`config.mk`:
```
export PLATFORM = sky130hd
export DESIGN_NAME = bank_cmd_seq
export DESIGN_NICKNAME = d
export VERILOG_FILES = /design/src/rtl/bank_seq_pkg.sv /design/src/rtl/open_row_tracker.sv /design/src/rtl/gap_timer.sv /design/src/rtl/beat_counter.sv /design/src/rtl/bank_cmd_seq.sv
export SDC_FILE = /design/constraint.sdc
export NUM_CORES = 1
export LEC_CHECK = 0
export ABC_AREA = 0
export BUFFER_PORTS_ARGS = -buffer_cell sky130_fd_sc_hd__buf_2
export CORE_AREA = 3 3 123 125
export CTS_CLUSTER_DIAMETER = 60
export CTS_CLUSTER_SIZE = 14
export DETAILED_ROUTE_END_ITERATION = 10
export DIE_AREA = 0 0 126 128
export PLACE_DENSITY = 0.76
export SLEW_MARGIN = 20
export SYNTH_ARGS = -nofsm -noshare
export SYNTH_HDL_FRONTEND = slang
export SYNTH_SLANG_ARGS = --single-unit
```
`constraint.sdc`:
```
create_clock -name clk -period 5.75 [get_ports clk]
set_input_delay 0.2875 -clock clk [delete_from_list [all_inputs] [get_ports clk]]
set_output_delay 0.2875 -clock clk [all_outputs]
set_load 0.1 [all_outputs]
```
`src/rtl/bank_seq_pkg.sv`:
```
package bank_seq_pkg;
  typedef enum logic [2:0] {
    CMD_NOP = 3'd0,
    CMD_ACT = 3'd1,
    CMD_PRE = 3'd2,
    CMD_RD  = 3'd3,
    CMD_WR  = 3'd4
  } cmd_e;

  typedef enum logic [1:0] {
    KIND_NONE     = 2'd0,
    KIND_HIT      = 2'd1,
    KIND_EMPTY    = 2'd2,
    KIND_CONFLICT = 2'd3
  } kind_e;

  typedef enum logic [2:0] {
    ST_IDLE,
    ST_PRE,
    ST_WAIT_RP,
    ST_ACT,
    ST_WAIT_RCD,
    ST_BURST
  } seq_st_e;
endpackage

```
`src/rtl/open_row_tracker.sv`:
```
module open_row_tracker
  import bank_seq_pkg::*;
#(
  parameter int ROW_W = 14
) (
  input  logic             clk,
  input  logic             rst_n,
  input  logic             act_en,
  input  logic [ROW_W-1:0] act_row,
  input  logic             pre_en,
  input  logic [ROW_W-1:0] lookup_row,
  output kind_e            kind,
  output logic             open_valid
);
  logic [ROW_W-1:0] open_row;

  always_ff @(posedge clk) begin
    if (!rst_n) begin
      open_valid <= 1'b0;
      open_row   <= '0;
    end else if (pre_en) begin
      open_valid <= 1'b0;
    end else if (act_en) begin
      open_valid <= 1'b1;
      open_row   <= act_row;
    end
  end

  always_comb begin
    if (!open_valid)                kind = KIND_EMPTY;
    else if (lookup_row == open_row) kind = KIND_HIT;
    else                            kind = KIND_CONFLICT;
  end

  AST_ACT_ONLY_WHEN_CLOSED: assert property (@(posedge clk) disable iff (!rst_n)
    act_en |-> !open_valid);
  AST_PRE_ONLY_WHEN_OPEN: assert property (@(posedge clk) disable iff (!rst_n)
    pre_en |-> open_valid);
  AST_ACT_OPENS_ROW: assert property (@(posedge clk) disable iff (!rst_n)
    act_en |=> open_valid);
endmodule

```
`src/rtl/gap_timer.sv`:
```
module gap_timer #(
  parameter int TW = 3
) (
  input  logic          clk,
  input  logic          rst_n,
  input  logic          load,
  input  logic [TW-1:0] load_val,
  output logic          last
);
  logic [TW-1:0] cnt;

  always_ff @(posedge clk) begin
    if (!rst_n)          cnt <= '0;
    else if (load)       cnt <= load_val;
    else if (cnt != '0)  cnt <= cnt - 1'b1;
  end

  assign last = (cnt <= TW'(1));

  AST_TIMER_HOLDS_ZERO: assert property (@(posedge clk) disable iff (!rst_n)
    (cnt == '0 && !load) |=> cnt == '0);
  AST_TIMER_COUNTS_DOWN: assert property (@(posedge clk) disable iff (!rst_n)
    (cnt != '0 && !load) |=> cnt == $past(cnt) - 1'b1);
endmodule

```
`src/rtl/beat_counter.sv`:
```
module beat_counter #(
  parameter int BEATS = 8,
  localparam int BW = $clog2(BEATS)
) (
  input  logic          clk,
  input  logic          rst_n,
  input  logic          en,
  output logic [BW-1:0] idx,
  output logic          last
);
  always_ff @(posedge clk) begin
    if (!rst_n) idx <= '0;
    else if (en) idx <= last ? '0 : idx + 1'b1;
  end

  assign last = (idx == BW'(BEATS - 1));

  AST_BEAT_WRAPS: assert property (@(posedge clk) disable iff (!rst_n)
    (en && last) |=> idx == '0);
  AST_BEAT_STEPS: assert property (@(posedge clk) disable iff (!rst_n)
    (en && !last) |=> idx == $past(idx) + 1'b1);
endmodule

```
`src/rtl/bank_cmd_seq.sv`:
```
module bank_cmd_seq
  import bank_seq_pkg::*;
#(
  parameter int ROW_W = 14,
  parameter int COL_W = 10,
  parameter int BEATS = 8,
  parameter int LANES = 8,
  parameter int T_RCD = 3,
  parameter int T_RP  = 2
) (
  input  logic               clk,
  input  logic               rst_n,
  input  logic               req_valid,
  output logic               req_ready,
  input  logic               req_write,
  input  logic [ROW_W-1:0]   req_row,
  input  logic [COL_W-1:0]   req_col,
  input  logic [8*LANES-1:0] wdata,
  output logic               wdata_ready,
  output logic [2:0]         cmd_op,
  output logic [ROW_W-1:0]   cmd_row,
  output logic [COL_W-1:0]   cmd_col,
  output logic [8*LANES-1:0] dev_wdata,
  input  logic [8*LANES-1:0] dev_rdata,
  output logic               rsp_valid,
  output logic [8*LANES-1:0] rsp_data,
  output logic               acc_valid,
  output logic [1:0]         acc_kind
);
  localparam int BW     = $clog2(BEATS);
  localparam int GAPMAX = (T_RCD > T_RP) ? T_RCD : T_RP;
  localparam int TW     = $clog2(GAPMAX + 1) + 1;

  seq_st_e          state, nxt;
  logic             lat_write;
  logic [ROW_W-1:0] lat_row;
  logic [COL_W-1:0] lat_col;
  kind_e            look_kind;
  logic             open_valid;
  logic             accept;
  logic             tmr_load, tmr_last;
  logic [TW-1:0]    tmr_val;
  logic [BW-1:0]    beat_idx;
  logic             beat_last;
  logic             in_burst;
  cmd_e             op;

  assign req_ready = (state == ST_IDLE);
  assign accept    = req_valid && req_ready;
  assign in_burst  = (state == ST_BURST);

  open_row_tracker #(.ROW_W(ROW_W)) u_rows (
    .clk(clk), .rst_n(rst_n),
    .act_en(state == ST_ACT), .act_row(lat_row),
    .pre_en(state == ST_PRE), .lookup_row(req_row),
    .kind(look_kind), .open_valid(open_valid)
  );

  assign tmr_load = (state == ST_PRE) || (state == ST_ACT);
  assign tmr_val  = (state == ST_PRE) ? TW'(T_RP - 1) : TW'(T_RCD - 1);

  gap_timer #(.TW(TW)) u_gap (
    .clk(clk), .rst_n(rst_n), .load(tmr_load), .load_val(tmr_val), .last(tmr_last)
  );

  beat_counter #(.BEATS(BEATS)) u_beat (
    .clk(clk), .rst_n(rst_n), .en(in_burst), .idx(beat_idx), .last(beat_last)
  );

  always_comb begin
    nxt = state;
    unique case (state)
      ST_IDLE: if (req_valid) begin
        unique case (look_kind)
          KIND_HIT:      nxt = ST_BURST;
          KIND_CONFLICT: nxt = ST_PRE;
          default:       nxt = ST_ACT;
        endcase
      end
      ST_PRE:      nxt = (T_RP > 1) ? ST_WAIT_RP : ST_ACT;
      ST_WAIT_RP:  if (tmr_last) nxt = ST_ACT;
      ST_ACT:      nxt = (T_RCD > 1) ? ST_WAIT_RCD : ST_BURST;
      ST_WAIT_RCD: if (tmr_last) nxt = ST_BURST;
      ST_BURST:    if (beat_last) nxt = ST_IDLE;
      default:     nxt = ST_IDLE;
    endcase
  end

  always_ff @(posedge clk) begin
    if (!rst_n) begin
      state     <= ST_IDLE;
      lat_write <= 1'b0;
      lat_row   <= '0;
      lat_col   <= '0;
      acc_valid <= 1'b0;
      acc_kind  <= KIND_NONE;
    end else begin
      state     <= nxt;
      acc_valid <= accept;
      if (accept) begin
        lat_write <= req_write;
        lat_row   <= req_row;
        lat_col   <= req_col;
        acc_kind  <= look_kind;
      end
    end
  end

  always_comb begin
    unique case (state)
      ST_PRE:   op = CMD_PRE;
      ST_ACT:   op = CMD_ACT;
      ST_BURST: op = lat_write ? CMD_WR : CMD_RD;
      default:  op = CMD_NOP;
    endcase
  end

  assign cmd_op      = op;
  assign cmd_row     = lat_row;
  assign cmd_col     = in_burst ? {lat_col[COL_W-1:BW], BW'(lat_col[BW-1:0] + beat_idx)} : '0;
  assign wdata_ready = in_burst && lat_write;
  assign dev_wdata   = wdata;

  logic [7:0] lane_q [LANES];
  always_ff @(posedge clk) begin
    if (!rst_n) rsp_valid <= 1'b0;
    else        rsp_valid <= (op == CMD_RD);
  end

  for (genvar g = 0; g < LANES; g++) begin : g_lane
    always_ff @(posedge clk) begin
      if (!rst_n)             lane_q[g] <= '0;
      else if (op == CMD_RD)  lane_q[g] <= dev_rdata[8*g +: 8];
    end
    assign rsp_data[8*g +: 8] = lane_q[g];
  end

  // gap checkers: cycles since the last ACTIVATE / PRECHARGE, saturating
  logic [TW-1:0] since_act, since_pre;
  always_ff @(posedge clk) begin
    if (!rst_n) begin
      since_act <= TW'(T_RCD);
      since_pre <= TW'(T_RP);
    end else begin
      if (op == CMD_ACT)                  since_act <= TW'(1);
      else if (since_act < TW'(T_RCD))    since_act <= since_act + 1'b1;
      if (op == CMD_PRE)                  since_pre <= TW'(1);
      else if (since_pre < TW'(T_RP))     since_pre <= since_pre + 1'b1;
    end
  end

  AST_RCD_GAP: assert property (@(posedge clk) disable iff (!rst_n)
    (cmd_op == CMD_RD || cmd_op == CMD_WR) |-> since_act >= TW'(T_RCD));
  AST_RP_GAP: assert property (@(posedge clk) disable iff (!rst_n)
    (cmd_op == CMD_ACT) |-> since_pre >= TW'(T_RP));
  AST_BUSY_AFTER_ACCEPT: assert property (@(posedge clk) disable iff (!rst_n)
    accept |=> !req_ready);
  AST_CLASS_PULSE: assert property (@(posedge clk) disable iff (!rst_n)
    accept |=> (acc_valid && acc_kind != KIND_NONE));
  AST_RD_RESPONDS: assert property (@(posedge clk) disable iff (!rst_n)
    (cmd_op == CMD_RD) |=> rsp_valid);
  AST_COL_NEEDS_OPEN_ROW: assert property (@(posedge clk) disable iff (!rst_n)
    (cmd_op == CMD_RD || cmd_op == CMD_WR) |-> open_valid);
endmodule

```
==> results.txt, run 1 <==
The register-to-register setup slack is 3.77 ns. The area of the placeable core came out at around 0.014 mm2. In this run the critical register-to-register path is launched from state[0].

The routed layout has between 3,000 and 4,000 vias. The die extent in x is roughly 130 um. The worst setup path is captured at a primary output. The initial antenna violation count is 0.

The mapped netlist covers just over 0.005 mm2. The most used flip-flop cell after synthesis is sky130_fd_sc_hd__edfxtp_1. sky130_fd_sc_hd__edfxtp_1 takes more of the synthesized area than any other cell. For hold timing, the worst endpoint is lat_col[2].

At the worst endpoint, the required time is 5.46 ns. The synthesis-to-layout area growth is 23.8%. Entering global routing, the biggest net connects 66 pins. The total number of nets in the final design came out at between 700 and 800.

The count of buffers from port buffering is 188. The pin slew with the least headroom to its limit is 1.01 ns. The count of unresolved DRC violations after routing is 0. The timing-limited maximum frequency came out at ~0.36 GHz. The y dimension of the die is around 130 um. The routed length per placed instance is ~18 um. Once detail routing completed, the nets flagged for antenna violations numbered 0. The number of gates given a new drive strength after cts is 0. The die area came out at 0.0161 mm2. The flow ran to the end, and the final reports show no timing, DRC or antenna violations. The instance area after placement is roughly 0.0058 mm2. Global routing used 17.3% of the available tracks.

The starting density of the core is approximately 37%. The post-route standard cell area excluding fillers came out at 0.00643 mm2. The via-per-instance ratio is ~4.6. The count of final max-slew check failures came out at 0. The total nets after synthesis came out at between 600 and 700. The level count of the clock H-tree is 4.

The accumulated negative setup slack is 0 ns. The tool flagged a number of max-cap violations equal to 0. After detailed routing, the total wire length is approximately 14,000 um. Yosys attributes the largest share of cell area to sky130_fd_sc_hd__edfxtp_1 37%, sky130_fd_sc_hd__dfxtp_1 20%, sky130_fd_sc_hd__buf_4 10%, sky130_fd_sc_hd__and2_1 9.3%, sky130_fd_sc_hd__nand2_1 6.4%. The worst voltage drop across the vdd grid came out at 194 uV. In this run, synthesis inferred between 60 and 70 flip-flops with an integrated enable. The fraction of power consumed by combinational cells came out at ~20%. Summing internal, switching and leakage power gives 2.65 mW. The yosys synthesis warning count came out at 0. The site row count came out at 43. The number of search-and-repair iterations in the first detailed-routing pass is 4.

The synthesized design contains about 120 register bits. The first-pass GRT wire length is 21,000 um. Setup repair after global routing left no endpoint under its margin. The net switching power came out at approximately 0.83 mW. The internal portion of the total power is 1.82 mW. The insertion delay of the later-clocked pin in the worst-skew pair is between 0.4 and 0.5 ns.

The count of cells along the worst hold path is 3. The category of the worst setup path launch point is a register. The post-layout minimum cycle time came out at ~2.8 ns. The worst hold slack across all endpoints is ~0.12 ns. The post-synthesis cell type count is 35. In this run the tightest slew margin relative to its limit is about a third. On the critical path, the stage with the largest delay is an instance of sky130_fd_sc_hd__nor2_1. The class of the tightest hold or removal check is primary input to register. The number of clock buffers added by TritonCTS is 17. The arrival time at the worst endpoint is 2.47 ns.

At the end of routability-driven placement, the weighted congestion stood at 0.845. The minimum setup slack after placement came out at about 3.4 ns. The clock slew seen by the registers of the worst setup and hold paths came out at 0.05 ns. In the final layout, the share of cells above drive strength 1 is between 30% and 40%.

In this run the deepest clock path goes through 2 buffers. The startpoint identified for the worst hold timing path is req_col[2]. The DRC marker count from the first detailed-route iteration came out at 195. The final worst clock skew is roughly 0.0054 ns. The number of instances in the synthesized netlist is 491. The placed wire-length estimate came out at ~11,000 um. The leakage power of the design came out at approximately 2.9 nW.

The largest fanout on the critical path came out at 13. The reg-to-reg critical path endpoint is lane_q[1][23]. The via count of the first global-routing pass came out at 3,477. After clock tree synthesis, the setup repair step added 0 buffers. After clock tree synthesis, the flow added hold-fix buffers numbering 0. The signal on the critical path passes through inv_1, nor2_1, and2_1, buf_2. The switching share of power came out at 31.2%. The cell count of the worst reg-to-reg path came out at 3. The antenna diode count is 0.

The number of sinks on the clock net came out at between 100 and 150. For this design the ratio of total power to cell area is 412 mW/mm2. TritonCTS built the clock tree. The startpoint-to-endpoint class of the critical path is register to primary output. The final hold violation count came to 0. After global routing the overflow that remains totals 0. between 300 and 400 I/O pins were placed.

The worst path meets setup with 2.99 ns of slack. The average cell area after synthesis is approximately 11 um2. In the synthesized netlist the async set-or-reset flop fraction comes to 0%. Setup violations remaining at the end of the flow were counted as 0.

The master cell of the clock root buffer is sky130_fd_sc_hd__clkbuf_16. Sequential elements use between 50% and 60% of the synthesized area. The relative contribution of sequential cells to total power came out at between 30 and 40%.

The clock network burns between 40 and 50% of the power. In this run the biggest area consumer among cell types represents 37.0% of the synthesized area. On the worst path, the slowest cell contributes a delay of roughly 0.6 ns.

The share of the clock period used by the worst path is 47.9%.
==> power by group through the flow <==
stage	registers [mW]	clock network, mW	logic [mW]
after floorplan	1.21	0	0.435
after global placement	0.996	0	0.537
after detailed placement	0.998	0	0.541
after CTS	0.981	1.15	0.544
after global routing	0.990	1.20	0.580
final	0.981	1.13	0.537
==> metal layers <==
layer  routed length (um)  GRT usage [%]  part of all wire (%)  vias up
li1                     -              -                     -     1806
met1                 4800           17.8                    33     1660
met2                 7310           29.5                    51      218
met3                 2090           10.7                    15       13
met4                  137           5.05                  0.96        0
met5                    0              0                     0        -
==> final cells by class <==
cell class / count / area [um2]
clock buffer: 17 / 425
clock inverter: 15 / 210
fill: 1326 / 7560
inverter: 5 / 18.8
multi-input combinational: 280 / 1600
sequential: 117 / 2980
tap: 180 / 225
timing repair buffer: 191 / 963
==> per-stage QoR <==
| stage | instances | util, % |
|---|---|---|
| 5_1_grt | 805 | 45.9 |
| 2_1_floorplan | 491 | - |
| 6_report | 805 | 45.9 |
| 4_1_cts | 805 | 45.9 |
| 3_5_place_dp | 773 | 41.4 |
| 3_3_place_gp | 773 | 41.4 |
==> cell usage in the layout (no fill, tap or decap), types with 2 or more instances in the layout <==
cell type                   instances
sky130_fd_sc_hd__buf_2            188
sky130_fd_sc_hd__nand2_1           87
sky130_fd_sc_hd__and2_1            77
sky130_fd_sc_hd__edfxtp_1          64
sky130_fd_sc_hd__dfxtp_1           53
sky130_fd_sc_hd__a21oi_1           50
sky130_fd_sc_hd__clkbuf_16         17
sky130_fd_sc_hd__xnor2_1           16
sky130_fd_sc_hd__nor2_1             8
sky130_fd_sc_hd__ha_1               6
sky130_fd_sc_hd__inv_1              5
sky130_fd_sc_hd__nand2b_1           5
sky130_fd_sc_hd__bufinv_16          5
sky130_fd_sc_hd__o21ai_0            4
sky130_fd_sc_hd__nand4_1            3
sky130_fd_sc_hd__clkinv_1           3
sky130_fd_sc_hd__clkinv_2           3
sky130_fd_sc_hd__buf_4              3
sky130_fd_sc_hd__nor3_2             2
sky130_fd_sc_hd__nand3_1            2
sky130_fd_sc_hd__mux2i_1            2
sky130_fd_sc_hd__and3_1             2
sky130_fd_sc_hd__clkinv_4           2
==> kinds of logic (layout without fill, tap and decap cells) <==
| kind of cell | Yosys count | in the layout | synth area share [%] |
|---|---|---|---|
| muxes | 2 | 2 | 0.386 |
| buffers and inverters | 94 | 228 | 12.1 |
| xor gates and xnor gates | 17 | 17 | 2.87 |
| DFF | 117 | 117 | 57.4 |
| AOI/OAI and AO/OA | 61 | 61 | 6.31 |
| and+or+nand+nor | 193 | 193 | 19.1 |
| adders and majority gates | 7 | 7 | 1.83 |
==> critical path, delay by kind of cell, from the launching register on <==
kind	cells	cell delay (ns)
AND/OR/NAND/NOR	2	0.89
flip-flops	1	0.53
buffers and inverters	2	0.65
==> flip-flops by register name (all words and copies together), names as in the netlist <==
signal,cells
lane_q,64
acc_valid,1
u_beat.idx,3
u_rows.open_valid,1
acc_kind,2
u_gap.cnt,3
lat_write,1
rsp_valid,1
u_rows.open_row,14
state,3
cmd_row,14
lat_col,10
==> worst max path at each step <==
| stage | startpoint | end | slack (ns) | cells after the start |
|---|---|---|---|---|
| after global routing | state[2] | cmd_op[2] | 2.79 | 4 |
| after floorplan | state[2] | lane_q[0][0] | 0.10 | 3 |
| after global placement | state[2] | cmd_op[2] | 3.49 | 4 |
| after detailed placement | state[2] | cmd_op[2] | 3.43 | 4 |
| after CTS | state[2] | cmd_op[2] | 2.98 | 4 |
| final | state[2] | cmd_op[2] | 2.99 | 4 |
==> cells in the mapped netlist, types with 2 or more instances <==
cell type and n:
sky130_fd_sc_hd__clkbuf_2 6, sky130_fd_sc_hd__clkbuf_1 5, sky130_fd_sc_hd__nand2_1 88, sky130_fd_sc_hd__mux2i_1 2, sky130_fd_sc_hd__dfxtp_1 53, sky130_fd_sc_hd__and2_1 77
sky130_fd_sc_hd__nand3_1 2, sky130_fd_sc_hd__edfxtp_1 64, sky130_fd_sc_hd__xnor2_1 16, sky130_fd_sc_hd__buf_4 69, sky130_fd_sc_hd__inv_1 5, sky130_fd_sc_hd__nor3_1 2
sky130_fd_sc_hd__nand2b_1 5, sky130_fd_sc_hd__nand4_1 3, sky130_fd_sc_hd__a21oi_1 50, sky130_fd_sc_hd__ha_1 6, sky130_fd_sc_hd__and3_1 2, sky130_fd_sc_hd__o21ai_0 5
sky130_fd_sc_hd__buf_1 2, sky130_fd_sc_hd__buf_2 7, sky130_fd_sc_hd__nor2_1 8
No activity file was read; power rests on OpenSTA's default activity.
==> run 2: changes to the inputs <==
- ABC_AREA: 0 -> 1
- CORE_AREA: 3 3 123 125 -> 3 3 122 124
- DIE_AREA: 0 0 126 128 -> 0 0 125 127
- clock period: 5.75 -> 2.6 ns (I/O delays scaled with it)
==> run 2 against run 1 <==
Non-clock buffer count rose by 20. Via count rose by 15%. Clock skew is 0.0020 ns higher. Sequential power rose by 140%. Sequential cell count unchanged. Die area decreased by 1.6%. Synthesized area is 4.6% higher. Combinational power grew to 3.9 times the previous value. First-iteration DRC count increased by 41%. Critical path type unchanged. Critical endpoint is now cmd_op[0]. Largest cell class unchanged.
==> results.txt, run 2 <==
The flow ran to the end, and the final reports show no timing, DRC or antenna violations. The clock tree synthesis step divided the H-tree into 4 levels. STA classifies the critical path endpoint as a primary output. The clock slew seen by the registers of the worst setup and hold paths is ~0.05 ns.

The global-route total usage across every layer came out at 15.8%. The pin count of the biggest net entering global routing is 65. The number of filler instances in the final layout is about 1,300. The most used flip-flop cell after synthesis is sky130_fd_sc_hd__edfxtp_1. The accumulated negative setup slack came out at 0 ns. Setup repair after global routing left no endpoint under its margin. The register bit count reported by yosys came out at ~120.

The proportion of synthesized chip area in sequential cells came out at between 50% and 60%. The share of the clock period used by the worst path is 82.2%. The post-route antenna net violation count is 0.

The TritonCTS clock tree is built. The count of unresolved DRC violations after routing is 0. Relative to the synthesized area, the layout overhead comes to 26.4%. After layout, the worst setup slack is 0.462 ns. The antenna diode count is 0. The total area of multi-input combinational cells is ~0.0014 mm2. The switching share of power came out at approximately 38%.

The total nets after synthesis is around 770. The library cells used most frequently in the layout, excluding fill and tap cells, are 188 x sky130_fd_sc_hd__buf_2, 111 x sky130_fd_sc_hd__inv_1, 75 x sky130_fd_sc_hd__nor2_1. The setup violation total in the final timing report is 0. After floorplanning, the core was divided into 43 placement rows. The post-layout minimum cycle time came out at ~2.1 ns. The proportion of netlist area held by the largest area contributor is between 30 and 40%. For the worst flop-to-flop path, the logic depth is 8. Counting flops per register, the top entry is lane_q. The library cell used most frequently in the layout, excluding fill and tap cells, is sky130_fd_sc_hd__buf_2. The via-per-instance ratio came out at 4.49. The register-to-register setup slack came out at ~0.79 ns. The category of the worst setup path launch point is a register. The count of buffers from port buffering is roughly 190. The post-synthesis cell type count came out at 28. The register cell area after layout came out at 0.00298 mm2.

The number of enable flip-flop cells after synthesis came out at 64. The total wirelength of the detailed-routed design is ~12,000 um. After floorplanning, the core was sized to cover approximately 0.014 mm2.

The worst max-slew margin expressed relative to the limit came out at 51.4%. The clock passes through at most 2 buffers. The reg-to-reg critical path endpoint is lane_q[0][15]. The final worst clock skew is between 0.007 and 0.008 ns. The floorplan step set the die width to between 100 and 150 um.

The number of buffers created by CTS is 17. For this run, the post-layout net count is 914. The critical path in this run is classified as register to primary output. The number of violations of the max-capacitance limit came out at 0. The timing-limited maximum frequency is about 0.47 GHz. Prior to clock tree synthesis, the placed netlist has a worst setup slack of 0.773 ns.

For this design the ratio of total power to cell area is just over 1000 mW/mm2. The share of flip-flops with an asynchronous set or reset is 0%. Post-CTS timing repair inserted 0 buffers for setup.

The pin slew with the least headroom to its limit is ~0.73 ns. The relative contribution of sequential cells to total power came out at 34.1%. Routability-driven placement finished with a final weighted congestion of about 0.80. The fraction of power consumed by combinational cells came out at roughly 30%. The clock share of power is a little over a third. The net switching power is about 2.6 mW. The number of top-level pins came out at 317. The routed length per placed instance is approximately 13 um. The average cell area after synthesis is about 9.0 um2. Summed over all layers, the global routing overflow is 0.

The number of instances in the synthesized netlist is 606. The die is approximately 130 um tall. The leakage power of the design is around 3.4 nW. The number of search-and-repair iterations in the first detailed-routing pass came out at 4. The yosys synthesis warning count is 0. For this block, the initial DRC count from the detailed router was about 280.

The path with the worst hold slack has its endpoint at lane_q[0][10]. The library cell occupying the most area in the post-synthesis netlist is sky130_fd_sc_hd__edfxtp_1. The flip-flop count of the largest register, all copies and words added is between 60 and 70. The overall via count from detail_route came out at between 4,000 and 5,000. Cells with a size suffix above 1 make up 33.2% of the layout. The starting density of the core is about two fifths. Among all cell types in the netlist, the one instantiated most often is sky130_fd_sc_hd__inv_1.

Internal power comes to 4.33 mW. The die area is around 0.016 mm2. The arrival time at the worst endpoint came out at approximately 2.0 ns.

The first-pass GRT wire length came out at between 20,000 and 25,000 um. The via count of the first global-routing pass is just over 4,000. Of all nets on the critical path, the largest fanout is 25. The cell sitting at the root of the clock tree is a sky130_fd_sc_hd__clkbuf_16. The worst hold path was traced through 3 stages. The min-delay analysis places its worst path in the category primary input to register.

The startpoint of the lowest-slack register-to-register path is state[1]. The final hold violation count is 0. The count of final max-slew check failures came out at 0. The insertion delay of the later-clocked pin in the worst-skew pair came out at between 0.4 and 0.5 ns.

Ranked by instance count, the synthesized netlist is headed by 111 x sky130_fd_sc_hd__inv_1, 75 x sky130_fd_sc_hd__nor2_1, 71 x sky130_fd_sc_hd__nand2_1, 65 x sky130_fd_sc_hd__buf_4, 64 x sky130_fd_sc_hd__edfxtp_1. The number of sinks on the clock net came out at 117. The initial antenna violation count came out at 0.

The data required time at the worst endpoint came out at ~2.5 ns. The startpoint identified for the worst hold timing path is dev_rdata[10]. The combined area of all synthesized cells came out at between 0.005 and 0.006 mm2. Once detailed placement completed, the half-perimeter wirelength came to 8690 um.

The worst voltage drop across the vdd grid is between 900 and 1000 uV. After synthesis, the cell types taking the most area are sky130_fd_sc_hd__edfxtp_1 35%, sky130_fd_sc_hd__dfxtp_1 20%, sky130_fd_sc_hd__buf_4 9.0%, sky130_fd_sc_hd__inv_1 7.7%, sky130_fd_sc_hd__nor2_1 5.2%.
-- run 2: kinds of logic after synthesis --
logic type	after synthesis	synth area share (%)
flops	117	54.9
buf+inv	201	19.4
fa+ha+maj	7	1.75
simple gates	189	15.0
compound gates	90	8.59
xor+xnor	2	0.322
-- run 2: layout make-up --
| cell class | instances | area share (%) |
|---|---|---|
| Multi-Input combinational cell | 288 | 20.4 |
| Timing Repair Buffer | 211 | 17.3 |
| Sequential cell | 117 | 43.4 |
| Inverter | 116 | 6.38 |
| Clock buffer | 18 | 6.25 |
| Clock inverter | 14 | 3.04 |
| Tap cell | 180 | 3.28 |
-- run 2: per-stage QoR --
step | hold slack [ns] | power [mW] | util [%] | instance area [um2] | cells
final | 0.0192 | 6.94 | 49.5 | 6870 | 944
after global routing | 0.00931 | 7.28 | 49.5 | 6870 | 944
after CTS | 0.000243 | 7.01 | 49.5 | 6870 | 944
after detailed placement | 0.261 | 4.46 | 43.5 | 6040 | 893
after global placement | 0.261 | 4.42 | 43.5 | 6040 | 893
after floorplan | 0.268 | 4.53 | - | 5430 | 606
-- run 2: how the worst max path moves through the flow --
stage                   from            end  slack [ns]  cells after the start
global route        state[0]      cmd_op[0]        0.33                      5
finish              state[0]      cmd_op[0]        0.46                      5
floorplan           state[2]   lane_q[0][0]        0.04                      4
detailed placement  state[1]   lane_q[0][7]        0.77                      8
global placement    state[1]  lane_q[1][24]        0.83                      8
CTS                 state[0]      cmd_op[0]        0.43                      5
-- run 2: layer usage --
metal / vias up / GRT usage (%) / part of all wire, %
li1: 2110 / - / -
met4: 0 / 6.57 / 1.8
met2: 189 / 26.4 / 48
met1: 1919 / 18.8 / 41
met5: - / 0 / 0
met3: 24 / 5.39 / 9.2
-- run 2: timing repair --
| item | CTS | global route |
|---|---|---|
| hold buffers | 19 | 0 |
| resized for setup | 0 | 0 |
| endpoints found under the setup margin | 0 | 0 |
| hold endpoints to repair | 19 | 0 |
-- run 2: power by group through the flow --
stage	clock network, mW	registers, mW	logic, mW
6_report	2.51	2.37	2.07
5_1_grt	2.65	2.39	2.24
4_1_cts	2.56	2.37	2.08
3_5_place_dp	0	2.40	2.06
3_3_place_gp	0	2.39	2.03
2_1_floorplan	0	3.17	1.36
-- run 2: critical path, stage by stage, from the launching register on --
cell	delay [ns]
sky130_fd_sc_hd__dfxtp_1	0.45
sky130_fd_sc_hd__nand2_1	0.16
sky130_fd_sc_hd__nor2_4	0.21
sky130_fd_sc_hd__inv_2	0.20
sky130_fd_sc_hd__nand2_1	0.13
sky130_fd_sc_hd__buf_2	0.43
==> run 3: changes to the inputs <==
- ABC_AREA: 1 -> 0
- CORE_AREA: 3 3 122 124 -> 3 3 123 125
- DIE_AREA: 0 0 125 127 -> 0 0 126 128
- clock period: 2.6 -> 1.9 ns (I/O delays scaled with it)
==> run 3 against run 2 <==
The flow now finishes with violations (negative setup slack). Clock skew decreased by 0.00058 ns. Sequential share of layout area decreased by 4.3 points. Sequential cell count unchanged. Register-to-register slack got worse by 0.46 ns.
==> results.txt, run 3 (synthesis results as in run 1) <==
Row generation in the floorplan step produced 43 rows. The clock net in this run drives a total of about 120 sinks. For this design the static power due to leakage is 3.31 nW. The final estimated routing congestion in global placement is roughly 0.83.

The worst max-slew margin expressed relative to the limit came out at between 60% and 70%. The overall via count from detail_route came out at 4,190. The worst hold slack across all endpoints came out at between 0.15 and 0.2 ns. The cell count of the worst reg-to-reg path is 7. The final reports fail on negative setup slack.

The accumulated negative setup slack came out at -0.0245 ns. The initial antenna violation count came out at 0. The commonest non-fill, non-tap cell in the layout is sky130_fd_sc_hd__buf_2. The number of cells in the design after placement came out at around 800. The leftover overflow at the end of global routing is 0. The setup path with the least slack is of type register to primary output. More flip-flops sit in one register than any other, and that register is lane_q. The category of the worst setup path launch point is a register.

Entering global routing, the biggest net connects 66 pins. The worst hold path terminates at state[1]. The final worst clock skew came out at a little under 0.007 ns. The number of search-and-repair iterations in the first detailed-routing pass is 4. The area of the placeable core is approximately 0.014 mm2. The count of final max-slew check failures is 0. The maximum buffer depth of the clock tree came out at 2. The HPWL after detailed placement is about 12,000 um. At the later pin of the worst-skew pair, clock insertion delay measures roughly 0.41 ns. In this run the most critical hold path is launched from req_valid. Setup violations remaining at the end of the flow were counted as 1. Once detail routing completed, the nets flagged for antenna violations numbered 0. The routed length per placed instance is between 15 and 20 um. In this run the power density over the cells is around 1000 mW/mm2. The global-route total usage across every layer is around a fifth. At the pin with the least slew margin, the transition time is between 0.5 and 0.6 ns. The element type at the critical path end is a primary output. The post-layout minimum cycle time is 1.92 ns.

The master cell of the clock root buffer is sky130_fd_sc_hd__clkbuf_16. For this run, the top clock speed supported by timing is between 0.5 and 0.6 GHz. Together, buffers and inverters on the worst path number 1. The run finished, with violations left. The total number of nets in the final design came out at roughly 880. The flip-flop count of the largest register, all copies and words added is 64. Along the worst path, the maximum fanout reaches 2.

The proportion of layout cells with a drive suffix above 1 came out at 34.4%. The final standard cell utilization of the core is between 50% and 60%. The number of non-filler instances in the completed layout came out at between 900 and 1,000. The total wirelength of the detailed-routed design came out at approximately 17,000 um. The highest-delay cell along the critical path is sky130_fd_sc_hd__dfxtp_2. Setup repair after global routing could not meet its margin everywhere.

For this design the top-level I/O count stands at around 320. The count of buffers from port buffering came out at between 150 and 200. Data arrives at the worst endpoint at roughly 1.8 ns. The clock slew seen by the registers of the worst setup and hold paths came out at approximately 0.060 ns.

From synthesis to final layout, the design area changed by 47.1%. The via count of the first global-routing pass is 4,217. The via-per-instance ratio came out at 4.62. The worst register-to-register path ends at state[2]. In this run, the number of DRC markers left after iteration 0 of detailed routing was between 300 and 400. The maximum cell stage delay along the critical path came out at ~0.33 ns. The library cells used most frequently in the layout, excluding fill and tap cells, are 175 x sky130_fd_sc_hd__buf_2, 90 x sky130_fd_sc_hd__dlygate4sd3_1, 88 x sky130_fd_sc_hd__nand2_1. The cell type group with the largest total delay on the critical path is adder cells. The share of the clock period used by the worst path is 101%. The worst register-to-register path begins at u_beat.idx[0]. The number of buffers created by CTS is 17.

The number of violations of the max-capacitance limit came out at 0. The die extent in x came out at 126 um. The level count of the clock H-tree is 4. Once routing completed, OpenROAD measured the worst setup slack at -0.0245 ns.

The data required time at the worst endpoint is approximately 1.8 ns. The minimum setup slack after placement is between 0.2 and 0.3 ns. The y dimension of the die came out at about 130 um. The register-to-register setup slack came out at approximately 0.33 ns. The die area is between 0.015 and 0.02 mm2. The worst hold path passes through 4 cells.

In this run the worst hold path is classified as primary input to register. The TritonCTS clock tree is built. The antenna diode count came out at 0.

The count of unresolved DRC violations after routing is 0. The number of filler instances in the final layout came out at roughly 1,200. The first-pass GRT wire length is between 20,000 and 30,000 um. The final hold violation count is 0. The worst voltage drop across the vdd grid is about 750 uV. The signal on the critical path passes through ha_4, fa_2, xor2_1, xnor2_1, nor2_2, buf_12. The initial utilization of the core area, before any placement, comes to around 37%.
## run 3: per-layer routing
layer  global-route usage (%)  vias to the layer above  wire, um
li1                         -                     1995         -
met5                        0                        -         0
met4                     6.56                        0       326
met3                     11.5                       26      2170
met2                     38.8                      253      9170
met1                     19.2                     1916      5390
## run 3: where the power goes
| group | internal, mW | switching (mW) |
|---|---|---|
| Clock | 1.94 | 1.18 |
| Sequential | 2.83 | 0.128 |
| Combinational | 0.563 | 1.33 |
| Total | 5.33 | 2.65 |
## run 3: tightest hold or removal path, delay by kind of cell
family / cells / cell delay [ns]
and+or+nand+nor: 1 / 0.18
AOI/OAI and AO/OA: 1 / 0.07
buffers and inverters: 2 / 0.20
## run 3: worst max-delay path by stage
stage / startpoint / to / cells past startpoint
final: lat_col[0] / cmd_col[2] / 6
after global routing: lat_col[0] / cmd_col[2] / 6
after CTS: lat_col[0] / cmd_col[2] / 6
after detailed placement: state[1] / lane_q[1][27] / 3
after global placement: u_beat.idx[0] / cmd_col[2] / 6
after floorplan: state[2] / lane_q[0][0] / 3
## run 3: metrics by stage
stage                     area [um2]  power (mW)
after floorplan                 5250        5.02
after detailed placement        6120        4.75
final                           7640        7.98
after CTS                       7630        8.04
after global placement          6120        4.73
after global routing            7640        8.31
## run 3: layout make-up
type / instances / area, um2 / area share (%)
Clock buffer: 17 / 425 / 5.57
Multi-Input combinational cell: 280 / 1630 / 21.3
Sequential cell: 117 / 2990 / 39.1
Tap cell: 180 / 225 / 2.95
Timing Repair Buffer: 292 / 2190 / 28.7
Clock inverter: 15 / 158 / 2.06
Inverter: 5 / 18.8 / 0.246
## run 3: what timing repair did
item,in CTS,in global routing
hold buffers,90,0
buffers inserted,1,0
endpoints found under the setup margin,9,4
pin swaps,1,2
gates resized for setup,7,2
hold endpoints to repair,91,0
